==> config.mk <==
export PLATFORM = sky130hd
export DESIGN_NAME = dram_hiaddr_mux
export DESIGN_NICKNAME = d
export VERILOG_FILES = /design/src/rtl/dram_hiaddr_pkg.sv /design/src/rtl/dram_sync.sv /design/src/rtl/dram_page_reg.sv /design/src/rtl/dram_strobe_fsm.sv /design/src/rtl/dram_hiaddr_mux.sv
export SDC_FILE = /design/constraint.sdc
export NUM_CORES = 1
export LEC_CHECK = 0
export BUFFER_PORTS_ARGS = -buffer_cell sky130_fd_sc_hd__buf_2
export CAP_MARGIN = 10
export CORE_MARGIN = 2
export CORE_UTILIZATION = 30
export DETAILED_ROUTE_END_ITERATION = 10
export HOLD_SLACK_MARGIN = 0.02
export PLACE_DENSITY = 0.59
export SETUP_SLACK_MARGIN = 0.3
export SLEW_MARGIN = 20
export SYNTH_ARGS = -nofsm -noshare
export SYNTH_HDL_FRONTEND = slang
export SYNTH_SLANG_ARGS = --single-unit
export TNS_END_PERCENT = 1
==> constraint.sdc <==
create_clock -name clk -period 1.9 [get_ports clk]
set_input_delay 0.095 -clock clk [delete_from_list [all_inputs] [get_ports clk]]
set_output_delay 0.095 -clock clk [all_outputs]
set_load 0.05 [all_outputs]
==> src/rtl/dram_hiaddr_pkg.sv <==
package dram_hiaddr_pkg;

    typedef enum logic [2:0] {
        ST_IDLE,
        ST_ROW,
        ST_COL,
        ST_CTAIL,
        ST_RF_CAS,
        ST_RF_BOTH
    } strobe_st_e;

    typedef struct packed {
        logic ras_n;
        logic cas_n;
        logic e;
        logic q;
        logic hs_n;
    } ctl_s;

    localparam int CTL_W = $bits(ctl_s);
    localparam logic [CTL_W-1:0] CTL_RST = 5'b11101;

endpackage

==> src/rtl/dram_sync.sv <==
module dram_sync #(
    parameter int          W      = 1,
    parameter int          STAGES = 2,
    parameter logic [W-1:0] RST   = '0
) (
    input  logic         clk,
    input  logic         rst_n,
    input  logic [W-1:0] d,
    output logic [W-1:0] q
);

    logic [STAGES-1:0][W-1:0] pipe;

    always_ff @(posedge clk or negedge rst_n) begin
        if (!rst_n) begin
            for (int i = 0; i < STAGES; i++) pipe[i] <= RST;
        end else begin
            pipe[0] <= d;
            for (int i = 1; i < STAGES; i++) pipe[i] <= pipe[i-1];
        end
    end

    assign q = pipe[STAGES-1];

endmodule

==> src/rtl/dram_page_reg.sv <==
module dram_page_reg #(
    parameter int              AW        = 16,
    parameter int              DW        = 8,
    parameter logic [AW-1:0]   PAGE_ADDR = 16'hFF30
) (
    input  logic          clk,
    input  logic          rst_n,
    input  logic          e_s,
    input  logic [AW-1:0] cpu_addr,
    input  logic [DW-1:0] cpu_data,
    input  logic          cpu_rw,
    output logic [DW-1:0] page,
    output logic          wr_stb
);

    logic e_prev;

    always_ff @(posedge clk or negedge rst_n) begin
        if (!rst_n) e_prev <= 1'b1;
        else        e_prev <= e_s;
    end

    assign wr_stb = e_prev && !e_s && !cpu_rw && (cpu_addr == PAGE_ADDR);

    always_ff @(posedge clk or negedge rst_n) begin
        if (!rst_n)      page <= '0;
        else if (wr_stb) page <= cpu_data;
    end

endmodule

==> src/rtl/dram_strobe_fsm.sv <==
module dram_strobe_fsm
    import dram_hiaddr_pkg::*;
#(
    parameter int UPPER_W = 4
) (
    input  logic               clk,
    input  logic               rst_n,
    input  logic               ras_s,
    input  logic               cas_s,
    input  logic               e_s,
    input  logic               q_s,
    input  logic               hs_s,
    input  logic               upper_half,
    input  logic [UPPER_W-1:0] page_row,
    input  logic [UPPER_W-1:0] page_col,
    output logic               ras_o,
    output logic               cas_o,
    output logic [UPPER_W-1:0] hi_addr,
    output logic               hi_oe,
    output strobe_st_e         st
);

    strobe_st_e nxt;
    logic       hit;
    logic       win;

    assign win = !e_s && !hs_s;

    function automatic strobe_st_e level_decode(input logic r, input logic c);
        if (!c) return r ? ST_CTAIL : ST_COL;
        return r ? ST_IDLE : ST_ROW;
    endfunction

    always_comb begin
        nxt = st;
        unique case (st)
            ST_IDLE: begin
                if (!ras_s && win) nxt = ST_RF_CAS;
                else               nxt = level_decode(ras_s, cas_s);
            end
            ST_ROW, ST_COL, ST_CTAIL: nxt = level_decode(ras_s, cas_s);
            ST_RF_CAS: begin
                if (ras_s)     nxt = ST_IDLE;
                else if (q_s)  nxt = ST_RF_BOTH;
                else           nxt = ST_RF_CAS;
            end
            ST_RF_BOTH: nxt = ras_s ? ST_IDLE : ST_RF_BOTH;
            default:    nxt = ST_IDLE;
        endcase
    end

    always_ff @(posedge clk or negedge rst_n) begin
        if (!rst_n) begin
            st  <= ST_IDLE;
            hit <= 1'b0;
        end else begin
            st <= nxt;
            if (st == ST_IDLE && (nxt == ST_ROW || nxt == ST_COL || nxt == ST_CTAIL))
                hit <= !upper_half;
        end
    end

    logic [UPPER_W-1:0] row_v, col_v;
    assign row_v = hit ? page_row : '0;
    assign col_v = hit ? page_col : '0;

    always_comb begin
        ras_o   = 1'b1;
        cas_o   = 1'b1;
        hi_oe   = 1'b0;
        hi_addr = '0;
        unique case (st)
            ST_IDLE: ;
            ST_ROW: begin
                ras_o = 1'b0; hi_oe = 1'b1; hi_addr = row_v;
            end
            ST_COL: begin
                ras_o = 1'b0; cas_o = 1'b0; hi_oe = 1'b1; hi_addr = col_v;
            end
            ST_CTAIL: begin
                cas_o = 1'b0; hi_oe = 1'b1; hi_addr = col_v;
            end
            ST_RF_CAS:  cas_o = 1'b0;
            ST_RF_BOTH: begin
                ras_o = 1'b0; cas_o = 1'b0;
            end
            default: ;
        endcase
    end

endmodule

==> src/rtl/dram_hiaddr_mux.sv <==
module dram_hiaddr_mux
    import dram_hiaddr_pkg::*;
#(
    parameter int                 UPPER_W     = 4,
    parameter int                 CPU_AW      = 16,
    parameter int                 CPU_DW      = 8,
    parameter int                 SYNC_STAGES = 2,
    parameter logic [CPU_AW-1:0]  PAGE_ADDR   = 16'hFF30
) (
    input  logic               clk,
    input  logic               rst_n,
    input  logic               host_ras_n,
    input  logic               host_cas_n,
    input  logic               e_clk,
    input  logic               q_clk,
    input  logic               hsync_n,
    input  logic [CPU_AW-1:0]  cpu_addr,
    input  logic [CPU_DW-1:0]  cpu_data,
    input  logic               cpu_rw,
    output logic               dram_ras_n,
    output logic               dram_cas_n,
    output logic [UPPER_W-1:0] dram_hi_addr,
    output logic               dram_hi_oe
);

    localparam int PAGE_W = 2 * UPPER_W;

    ctl_s              ctl_raw, ctl_s_q;
    logic [PAGE_W-1:0] page;
    logic              page_wr;
    strobe_st_e        st;

    assign ctl_raw = '{ras_n: host_ras_n, cas_n: host_cas_n,
                       e: e_clk, q: q_clk, hs_n: hsync_n};

    dram_sync #(.W(CTL_W), .STAGES(SYNC_STAGES), .RST(CTL_RST)) u_sync (
        .clk   (clk),
        .rst_n (rst_n),
        .d     (ctl_raw),
        .q     (ctl_s_q)
    );

    dram_page_reg #(.AW(CPU_AW), .DW(PAGE_W), .PAGE_ADDR(PAGE_ADDR)) u_page (
        .clk      (clk),
        .rst_n    (rst_n),
        .e_s      (ctl_s_q.e),
        .cpu_addr (cpu_addr),
        .cpu_data (cpu_data[PAGE_W-1:0]),
        .cpu_rw   (cpu_rw),
        .page     (page),
        .wr_stb   (page_wr)
    );

    dram_strobe_fsm #(.UPPER_W(UPPER_W)) u_fsm (
        .clk        (clk),
        .rst_n      (rst_n),
        .ras_s      (ctl_s_q.ras_n),
        .cas_s      (ctl_s_q.cas_n),
        .e_s        (ctl_s_q.e),
        .q_s        (ctl_s_q.q),
        .hs_s       (ctl_s_q.hs_n),
        .upper_half (cpu_addr[CPU_AW-1]),
        .page_row   (page[UPPER_W-1:0]),
        .page_col   (page[PAGE_W-1:UPPER_W]),
        .ras_o      (dram_ras_n),
        .cas_o      (dram_cas_n),
        .hi_addr    (dram_hi_addr),
        .hi_oe      (dram_hi_oe),
        .st         (st)
    );

endmodule

* After elaboration in Yosys (flattened, before gate mapping)
Cells that the tools add are included.
** Cells by class
- $mul :: 0
- Div/mod/pow operators :: 0
- Shift operators :: 0
- Add/subtract/negate cells :: 0
- Reduce and logical (&&, ||, !) cells :: 18
- Magnitude comparators :: 0
- Bitwise gates (word level) :: 0
- Eq/ne operators :: 9
- Multiplexer cells :: 20
** Operators by type and width (count)
- $mux 3 :: 6
- $eq 16x16->1 const B :: 1
- $eq 3x2->1 const B :: 4
- $pmux 3 s4 :: 1
- $mux 1 :: 10
- $mux 4 :: 2
- $pmux 4 s2 :: 1
- $eq 3x1->1 const B :: 2
- $eq 3x3->1 const B :: 2
- $logic_and 1x1->1 :: 6
- $reduce_or 3->1 :: 2
- $logic_not 1->1 :: 5
- $reduce_or 4->1 :: 1
- $logic_not 3->1 :: 1
- $logic_or 1x1->1 :: 2
- $reduce_or 2->1 :: 1
** Word-level totals
- Output and inout bits :: 7
- Memory bits (read-only) :: 0
- Flip-flop bits (word level) :: 23
- Input port bits :: 32
- Memories kept :: 0
- Word-level logic and storage cells :: 53
- Bits in writable memories :: 0
- Bits in latches :: 0

* Longest topological paths before layout
- Word-level depth :: 12
- Mapped depth :: 5
- Gate-level depth less buffers :: 5

* Cells and area by module
From an unflattened synthesis, not the netlist that was laid out.
** Second synthesis, totals
- Cell total of the unflattened synthesis :: 82
- Area total of the unflattened synthesis :: 1081.0 µm²
** Modules (own cells, without submodules)
- dram_page_reg :: area each 427.9 µm², instances 1, sequential area each 226.5 µm², cells an instance 26
- dram_strobe_fsm :: area each 355.3 µm², instances 1, sequential area each 100.1 µm², cells an instance 41
- dram_sync :: area each 297.8 µm², instances 1, sequential area each 260.2 µm², cells an instance 15

* Worst setup path after synthesis
OpenSTA, ideal clock, no wires.
- Path kind :: register -> output
- From :: register u_fsm.st[2]
- To :: output port dram_hi_addr[0]
- Slack :: 376 ps
- Required time :: 1805 ps
- Path buffers :: 0
- Stages on the path, launching flop included :: 5
- Arrival time :: 1429 ps
- Path through :: dfrtp_1 > inv_1 > ha_1 > a22oi_1 > nor2_1
** On the way
- Word-level cells in the longest chain between the ends :: 3
- Elaborated cells between the ends (all ways) :: 5
- Those cells by class :: eq/ne (3); mux (1); reduce/logical (1)
** RTL lines
- from (decl) :: RTL line dram_strobe_fsm.sv:20 : output strobe_st_e st
- from (signal assigned) :: RTL line dram_strobe_fsm.sv:57 : st <= nxt;
- $eq 3x2->1 :: RTL line dram_strobe_fsm.sv:72 : unique case (st)
- $reduce_or 2->1 (no line)
- $pmux 4 s2 (*) :: RTL line dram_strobe_fsm.sv:72
- to (decl) :: RTL line dram_hiaddr_mux.sv:22 : output logic [UPPER_W-1:0] dram_hi_addr,
Every way passes the cells marked *; elsewhere a longest branch is shown, timed or not.

* Worst setup path in the final report
- From :: register u_fsm.st[2]
- To :: output port dram_hi_addr[2]
The elaborated chain is that of the path after synthesis.

==> metrics.yaml <==
run_status:
  run_status: "complete, no violations"
global_route:
  pin_count_of_the_biggest_net_entering_global_routing: 24
  grt_use_total: 0.124
  grt_pass1_wl_um: 3260
  grt_antenna_before_repair: 0
  grt_pass1_vias: 787
  grt_overflow_total: 0
cells_and_area:
  finalCoreUtilization: 0.464
  post_route_cells_drive_above_1_share: 0.561
  antenna_cells: 0
  nNetsFinal: 158
  fillerInstances: 282
  layout-area-overhead-vs-synth_pct: 50.3
cts:
  clk_path_buf_depth: 2
  cts.htree.levels: 1
  clock_sinks: 23
  cts_tree: "yes"
  path_clk_slew_ns: 0.12
  clk-insertion-delay-late_ns: 0.30
  cts.repair_timing.setup_buffer_count: 0
  cts_buffers: 3
  cts-root-buf: "clkbuf_4"
critical_path:
  worstReg2RegStart: "u_fsm.st[0]"
  timing.critical_path.slowest_cell_delay_ns: 0.48
  critPathSlowestCell: "dfrtp_2"
  worst_setup_path_end_kind: "primary output"
  path_class: "reg2out"
  critical_path.reg2reg.endpoint: "u_fsm.hit"
  critPathMaxFanout: 6
  worst_r2r_path_depth: 4
  crit_path_cell_trace: "inv_2 -> and3_4 -> a22oi_2 -> nor2_1 -> buf_6"
  setup.worst_path.start_class: "register"
  setup.reg_to_reg.worst_slack_ns: 0.35
  critPathArrivalTime_ns: 1.47
  cp_data_required_time_ns: 1.80
route:
  routed_via_density: 4.72
  antenna_left: 0
  drt-initial-drc-count: 17
  wl_per_cell_um: 13.1
  drc: 0
  drt_wl_total_um: 2040
  dr_total_vias: 736
  drt_pass1_iterations: 3
pwr:
  max-vdd-ir-drop_mv: 0.388
  static-leakage-power_nw: 0.637
  power_density_mw_per_mm2: 678
  p_total_mw: 0.945
sta:
  postLayoutSetupSlackWorst_ns: 0.331
  worst_slew_pin_slew_ns: 0.498
  final-hold-violation-count: 0
  setup_tns_ns: 0
  rsz0062_at_grt: "true"
  hold_slack_ns: 0.0225
  skew_ns: 0.00784
  drv_slew: 0
  min_period_ns: 1.57
  maximum_frequency_from_static_timing_analysis_mhz: 637
  period_share: 0.826
  max_slew_margin: 0.668
  setup_viol: 0
placed_design:
  detailedPlace.worstSlack_ns: 0.291
  place.port_buffers: 38
  globalplace.congestion: 0.789
  post-dp-hpwl_um: 1380
synthesis:
  post_synth_num_cell_types: 27
  synth_seq_cells: 23
  syn-num-nets: 101
  syn-cell-area_um2: 927
  avgSynthCellArea_um2: 13.8
  synth_sequential_area_ratio: 0.633
  syn_inst: 67
  synth-warning-count: 0
hold_path:
  min-delay-start: "cpu_data[6]"
  kind_of_path_behind_the_tightest_hold_check: "in2reg"
  min_delay_path_depth: 2
  timing.hold.worst_endpoint: "u_page.page[6]"
die:
  ioPinCount: 39
  die-area_mm2: 0.00355
  floorplan.rows: 20
  core_mm2: 0.00300
  chipHeight_um: 59.6
  floorplan.die.width_um: 59.6
  initial_core_util: 0.309
run:
  max_cap_viol_count: 0
==> metrics by stage <==
stage                     instance area (um^2)  cells
final                                     1390    156
after global routing                      1390    156
after CTS                                 1340    156
after detailed placement                  1160    138
after global placement                    1160    138
after floorplan                            927     67
==> critical path: cells and delay by family (launching register included) <==
| family | cells | cell delay [ns] |
|---|---|---|
| DFF | 1 | 0.48 |
| and+or+nand+nor | 2 | 0.37 |
| buffers and inverters | 2 | 0.29 |
| AOI/OAI and AO/OA | 1 | 0.06 |
==> where the power goes <==
| part | switching, mW | leakage, nW | internal [mW] | total (mW) |
|---|---|---|---|---|
| clock network | 0.135 | 0.0150 | 0.0816 | 0.216 |
| registers | 0.0204 | 0.276 | 0.523 | 0.543 |
| logic | 0.103 | 0.345 | 0.0827 | 0.186 |
==> routing by layer <==
layer  up-vias  global-route usage  routed length [um]
li1        359                   -                   -
met1       350               0.145                 868
met2        23               0.218                1050
met3         4              0.0153                  85
met4         0              0.0667                  40
met5         -                   0                   0
==> registers in the layout, summed over array words and instances (netlist names) <==
signal         count
u_fsm.st           3
u_sync.q           5
u_fsm.hit          1
u_page.e_prev      1
u_page.page        8
u_sync.pipe        5
==> cells by family after synthesis <==
kind of cell	after synthesis	synth area share
xor gates and xnor gates	1	0.00945
AOI/OAI and AO/OA	9	0.0742
adders and majority gates	2	0.0270
DFF	23	0.633
muxes	9	0.108
and+or+nand+nor	20	0.136
buffers and inverters	3	0.0121
==> placed cells by master, fill, tap and decap left out, drive strengths merged, types with 2 or more instances in the layout <==
cell type / instances
dfstp: 9
a22oi: 4
or4: 2
mux2: 8
clkbuf: 4
dfrtp: 14
buf: 38
inv: 3
ha: 2
dlygate4sd3: 14
nor3: 2
nor2: 7
nand3: 2
==> synth_stat cells, drive strengths merged <==
| master | number | share of area |
|---|---|---|
| a2111oi | 1 | 0.011 |
| a21oi | 1 | 0.0054 |
| a22oi | 4 | 0.032 |
| and2 | 1 | 0.0068 |
| and3 | 1 | 0.0081 |
| and4b | 1 | 0.011 |
| dfrtp | 14 | 0.38 |
| dfstp | 9 | 0.26 |
| ha | 2 | 0.027 |
| inv | 3 | 0.012 |
| mux2 | 8 | 0.097 |
| mux2i | 1 | 0.011 |
| nand3 | 2 | 0.016 |
| nand4b | 1 | 0.0094 |
| nand4bb | 1 | 0.012 |
| nor2 | 7 | 0.028 |
| nor3 | 2 | 0.011 |
| nor4 | 1 | 0.0068 |
| o21ai | 1 | 0.0094 |
| o22ai | 1 | 0.0068 |
| o41ai | 1 | 0.0094 |
| or2 | 1 | 0.0068 |
| or4 | 2 | 0.020 |
| xnor2 | 1 | 0.0094 |
==> worst max path at each step <==
stage | start | end | slack [ns] | cells after the start
floorplan | u_fsm.st[2] | dram_hi_addr[0] | 0.38 | 4
global placement | u_fsm.st[1] | u_fsm.hit | 0.35 | 5
detailed placement | u_fsm.st[1] | u_fsm.hit | 0.29 | 5
CTS | u_fsm.st[1] | u_fsm.hit | 0.26 | 5
global route | u_fsm.st[2] | dram_hi_addr[2] | 0.25 | 5
finish | u_fsm.st[2] | dram_hi_addr[2] | 0.33 | 5
==> what timing repair did <==
item | 4_1_cts | 5_1_grt
endpoints found under the hold margin | 27 | 0
endpoints found under the setup margin | 5 | 6
hold buffers | 14 | 0
resized for setup | 5 | 14
pin swaps | 0 | 4
==> layout make-up <==
cell class,count,area (um^2),area share
flip-flops and latches,23,589,0.423
multi-input cells,41,378,0.271
repair buffers,52,348,0.250
well taps,33,41.3,0.0296
clock buffers,4,26.3,0.0189
inverters,3,11.3,0.00808
Note: power is estimated with default switching activity, not from simulation.
